[config.mk]
export PLATFORM = sky130hd
export DESIGN_NAME = raw_stall_detector
export DESIGN_NICKNAME = d
export VERILOG_FILES = /design/src/rtl/raw_stall_pkg.sv /design/src/rtl/raw_src_compare.sv /design/src/rtl/raw_stall_ctrl.sv /design/src/rtl/raw_stall_detector.sv
export SDC_FILE = /design/constraint.sdc
export NUM_CORES = 1
export LEC_CHECK = 0
export BUFFER_PORTS_ARGS = -buffer_cell sky130_fd_sc_hd__clkbuf_2
export CAP_MARGIN = 20
export CORE_AREA = 4 4 41 43
export DETAILED_ROUTE_END_ITERATION = 7
export DIE_AREA = 0 0 45 47
export PLACE_DENSITY = 0.77
export SLEW_MARGIN = 30
export SYNTH_ARGS = -nofsm -noshare
export SYNTH_HDL_FRONTEND = slang
export SYNTH_SLANG_ARGS = --single-unit
[constraint.sdc]
create_clock -name vclk -period 2.6
set_clock_uncertainty 0.15 [all_clocks]
set_input_delay 0.39 -clock vclk [all_inputs]
set_output_delay 0.39 -clock vclk [all_outputs]
set_load 0.02 [all_outputs]
[src/rtl/raw_stall_pkg.sv]
package raw_stall_pkg;
  localparam int INSTR_W = 32;
  localparam int IDX_W   = 5;
  localparam int OPC_W   = 6;
  localparam int OPC_LSB = 26;
  localparam int RS_LSB  = 21;
  localparam int RT_LSB  = 16;
  localparam int NUM_PROD = 2;  // execute and memory stages

  localparam logic [OPC_W-1:0] OP_REGREG = 6'h00;
  localparam logic [OPC_W-1:0] OP_JUMP   = 6'h02;
  localparam logic [OPC_W-1:0] OP_BEQ    = 6'h04;
  localparam logic [OPC_W-1:0] OP_BNE    = 6'h05;
  localparam logic [OPC_W-1:0] OP_LOAD   = 6'h23;
  localparam logic [OPC_W-1:0] OP_STORE  = 6'h2B;

  // strobes from control to datapath: which index fields are live sources
  typedef struct packed {
    logic rsIsSource;
    logic rtIsSource;
  } srcUse_t;
endpackage

[src/rtl/raw_src_compare.sv]
module raw_src_compare
  import raw_stall_pkg::*;
#(
  parameter int N_STAGE = NUM_PROD,
  parameter int IW      = IDX_W
) (
  input  logic                      clk,
  input  logic                      rstN,
  input  logic [IW-1:0]             rsIdx,
  input  logic [IW-1:0]             rtIdx,
  input  srcUse_t                   srcUse,
  input  logic [N_STAGE-1:0][IW-1:0] prodDest,
  input  logic [N_STAGE-1:0]        prodWe,
  output logic [N_STAGE-1:0]        hitVec
);
  for (genvar g = 0; g < N_STAGE; g++) begin : g_stage
    logic liveProd;
    logic rsHit;
    logic rtHit;

    assign liveProd = prodWe[g] && (prodDest[g] != '0);
    assign rsHit    = srcUse.rsIsSource && (prodDest[g] == rsIdx);
    assign rtHit    = srcUse.rtIsSource && (prodDest[g] == rtIdx);
    assign hitVec[g] = liveProd && (rsHit || rtHit);

    // an idle or zero-destination stage never matches
    p_idle_stage_r4: assert property (@(posedge clk) disable iff (!rstN)
      (!prodWe[g] || prodDest[g] == '0) |-> !hitVec[g]);

    // a live producer that matches an active rs must be reported
    p_rs_match_r1: assert property (@(posedge clk) disable iff (!rstN)
      (prodWe[g] && prodDest[g] != '0 && prodDest[g] == rsIdx && srcUse.rsIsSource)
        |-> hitVec[g]);
  end
endmodule

[src/rtl/raw_stall_ctrl.sv]
module raw_stall_ctrl
  import raw_stall_pkg::*;
#(
  parameter int N_STAGE = NUM_PROD
) (
  input  logic               clk,
  input  logic               rstN,
  input  logic [OPC_W-1:0]   opcode,
  input  logic [N_STAGE-1:0] hitVec,
  output srcUse_t            srcUse,
  output logic               hazardFlag,
  output logic               pcWrEn,
  output logic               ifIdWrEn,
  output logic               exBubbleSel
);
  always_comb begin
    srcUse = '{rsIsSource: 1'b1, rtIsSource: 1'b0};
    case (opcode)
      OP_REGREG, OP_STORE, OP_BEQ, OP_BNE: srcUse.rtIsSource = 1'b1;
      OP_JUMP:                            srcUse.rsIsSource = 1'b0;
      default: ;
    endcase
  end

  always_comb begin
    hazardFlag  = |hitVec;
    pcWrEn      = !hazardFlag;
    ifIdWrEn    = !hazardFlag;
    exBubbleSel = hazardFlag;
  end

  // load and jump never treat rt as a source
  p_rt_unused_r2: assert property (@(posedge clk) disable iff (!rstN)
    (opcode == OP_LOAD || opcode == OP_JUMP) |-> !srcUse.rtIsSource);

  // a match anywhere freezes fetch and injects a bubble
  p_freeze_r5: assert property (@(posedge clk) disable iff (!rstN)
    (hitVec != '0) |-> (!pcWrEn && !ifIdWrEn && exBubbleSel));

  // no match lets the front of the pipe advance
  p_advance_r5: assert property (@(posedge clk) disable iff (!rstN)
    (hitVec == '0) |-> (pcWrEn && ifIdWrEn && !exBubbleSel && !hazardFlag));
endmodule

[src/rtl/raw_stall_detector.sv]
module raw_stall_detector
  import raw_stall_pkg::*;
(
  input  logic               clk,
  input  logic               rstN,
  input  logic [INSTR_W-1:0] idInstr,
  input  logic [IDX_W-1:0]   exDest,
  input  logic               exWrEn,
  input  logic [IDX_W-1:0]   memDest,
  input  logic               memWrEn,
  output logic               hazardFlag,
  output logic               pcWrEn,
  output logic               ifIdWrEn,
  output logic               exBubbleSel
);
  srcUse_t                         srcUse;
  logic [NUM_PROD-1:0][IDX_W-1:0]  prodDest;
  logic [NUM_PROD-1:0]             prodWe;
  logic [NUM_PROD-1:0]             hitVec;
  logic                            unusedLowBits;

  assign prodDest      = {memDest, exDest};
  assign prodWe        = {memWrEn, exWrEn};
  assign unusedLowBits = ^idInstr[RT_LSB-1:0];

  raw_src_compare #(.N_STAGE(NUM_PROD), .IW(IDX_W)) i_cmp (
    .clk      (clk),
    .rstN     (rstN),
    .rsIdx    (idInstr[RS_LSB +: IDX_W]),
    .rtIdx    (idInstr[RT_LSB +: IDX_W]),
    .srcUse   (srcUse),
    .prodDest (prodDest),
    .prodWe   (prodWe),
    .hitVec   (hitVec)
  );

  raw_stall_ctrl #(.N_STAGE(NUM_PROD)) i_ctrl (
    .clk         (clk),
    .rstN        (rstN),
    .opcode      (idInstr[OPC_LSB +: OPC_W]),
    .hitVec      (hitVec),
    .srcUse      (srcUse),
    .hazardFlag  (hazardFlag),
    .pcWrEn      (pcWrEn),
    .ifIdWrEn    (ifIdWrEn),
    .exBubbleSel (exBubbleSel)
  );
endmodule

==> metrics.md <==
| Metric | Value |
|---|---|
| Leakage | `0.2434 nW` |
| Critical-path maximum fanout | `2` |
| Vias in the first global route | `415` |
| Vias | `435` |
| Worst slew pin tran | `about 0.33 ns` |
| Synth Instances | `44` |
| RSZ-0062 raised after global routing | `no` |
| Critical path arrival | `a little under 2 ns` |
| Syn. warnings | `0` |
| Final worst path period need | `2.471 ns` |
| DR pass1 iterations | `4` |
| Total of max-cap violations | `0` |
| Sequential cells | `0` |
| Grt met1 use | `0.1326` |
| DRC violation total after the first TritonRoute iteration | `3` |
| Cts repair resizes | `0` |
| Placed cells | `90` |
| First-pass GRT wire length | `around 1700 µm` |
| Largest net degree at the start of global routing | `4` |
| Post-route antenna net violation count | `0` |
| Worst Path Required | `between 2 and 2.5 ns` |
| GRT busiest layer | `met2` |
| Met3 usage | `0.01916` |
| Drt drc | `0` |
| Syn avg cell area | `~8.3 µm²` |
| Die H | `47 µm` |
| Area contributors post-synth | `xnor2_1 (24%), xor2_1 (24%), nor4b_4 (6.5%)` |
| Core Rows | `13` |
| Final Hold Viols | `0` |
| Die area | `0.002115 mm²` |
| Total grt overflow | `0` |
| Initial Util | `0.2817` |
| Via density | `around 4.8` |
| Port Buffers | `32` |
| I/O Pins | `50` |
| Post-route core utilization | `0.4183` |
| Die width | `between 40 and 50 µm` |
| Share of the synthesized area in the top cell type | `0.2389` |
| Routed len/inst | `between 10 and 15 µm` |
| Sequential share of the synthesized area | `0` |
| Hold wc startpoint | `exWrEn` |
| Initial antenna violation count | `0` |
| Fin Setup TNS | `0 ns` |
| Hold-fix buffers, CTS | `0` |
| Synth cell types | `18` |
| Worst setup EP type | `output pin` |
| Core area | `0.001301 mm²` |
| Synth top cells by count | `xnor2_1 (10), xor2_1 (10), nand4_1 (3), nor3_1 (3), or4_1 (3)` |
| Worst VDD drop | `a little over 0.05 mV` |
| Setup violators final | `0` |
| F_max | `just over 400 MHz` |
| Clkbuf count | `0` |
| Startpoint types | `input pin` |
| Post-CTS Setup Bufs | `0` |
| Hold Path Depth | `4` |
| All-layer global routing usage | `0.1094` |
| Synth Cell Area | `366.6 µm²` |
| Diodes inserted | `0` |
| Hold WC Path Type | `in2out` |
| Layout Cells excl Fill | `90` |
| Post-Route WL | `between 1000 and 1500 µm` |
| GPL Wtd Cong | `around 0.74` |
| Rel. slew slack | `0.7800` |
| Pwr dens | `151.3 mW/mm²` |
| FF+latch area | `0 µm²` |
| Slew Viols, Final | `0` |
| Layout cells sized above 1 | `0.4933` |
| Final period util | `0.9503` |
| Post-layout nets | `123` |
| Outcome | `finished clean` |
| WHS Endpoint | `ifIdWrEn` |
| Layout area overhead | `48.46%` |
| Yosys top cell by area | `xnor2_1` |
| Setup Crit Path Kind | `in2out` |
| Grt met2 use | `0.2119` |
| Synth Net Count | `90` |
-- cells in the final DEF (no fill, tap or decap), drive strengths merged --
master and count:
a21oi 1, a311o 1, a311oi 1, buf 1, clkbuf 32, nand2b 1
nand3 2, nand4 3, nor2 1, nor2b 1, nor3 3, nor4b 1
o21a 1, o21ai 1, o32ai 1, or4 3, or4b 1, xnor2 10
xor2 10
-- critical path, stage by stage --
cell and delay (ns):
clkbuf_2 0.11, or4_1 0.55, o32ai_2 0.17, nand4_1 0.12, a21oi_1 0.25, a311o_1 0.17
clkbuf_2 0.17
-- metal layers --
layer | routed length (µm) | up-vias
met2 | 554 | 18
met1 | 437 | 191
met4 | 0 | 0
met5 | 0 | -
met3 | 131 | 0
li1 | - | 226
-- kinds of logic (layout without fill, tap and decap cells) --
logic type | after synthesis | in the layout | synth area share
AOI/OAI and AO/OA | 6 | 6 | 0.1433
xor gates and xnor gates | 20 | 20 | 0.4778
and+or+nand+nor | 16 | 16 | 0.3379
buffers and inverters | 2 | 33 | 0.04094
-- stage by stage --
step	power (mW)	cell area, µm²	hold slack, ns	setup WS (ns)
after CTS	0.08320	544.3	1.170	0.1207
after floorplan	0.04359	372.9	0.9509	0.1221
after global routing	0.09087	544.3	1.197	0.05884
after global placement	0.08032	544.3	1.149	0.1590
final	0.08237	544.3	1.171	0.1292
after detailed placement	0.08284	544.3	1.170	0.1283
-- report_power, final --
| group | switching (mW) | internal (mW) |
|---|---|---|
| combinational | 0.0407 | 0.0417 |
| clock | 0 | 0 |
| sequential | 0 | 0 |
| total | 0.0407 | 0.0417 |
-- worst max-delay path by stage --
| stage | from | endpoint | slack (ns) | depth (start not counted) |
|---|---|---|---|---|
| finish | idInstr[27] | hazardFlag | 0.13 | 7 |
| global route | idInstr[27] | exBubbleSel | 0.06 | 7 |
| CTS | idInstr[27] | hazardFlag | 0.12 | 7 |
| detailed placement | idInstr[27] | hazardFlag | 0.13 | 7 |
| global placement | idInstr[27] | exBubbleSel | 0.16 | 7 |
| floorplan | exDest[4] | pcWrEn | 0.12 | 5 |
-- area by class of cell --
type / instances / area (µm²)
fillers: 140 / 757.0
well taps: 15 / 18.77
repair buffers: 33 / 167.7
multi-input cells: 42 / 357.8
Note: power is estimated with default switching activity, not from simulation.
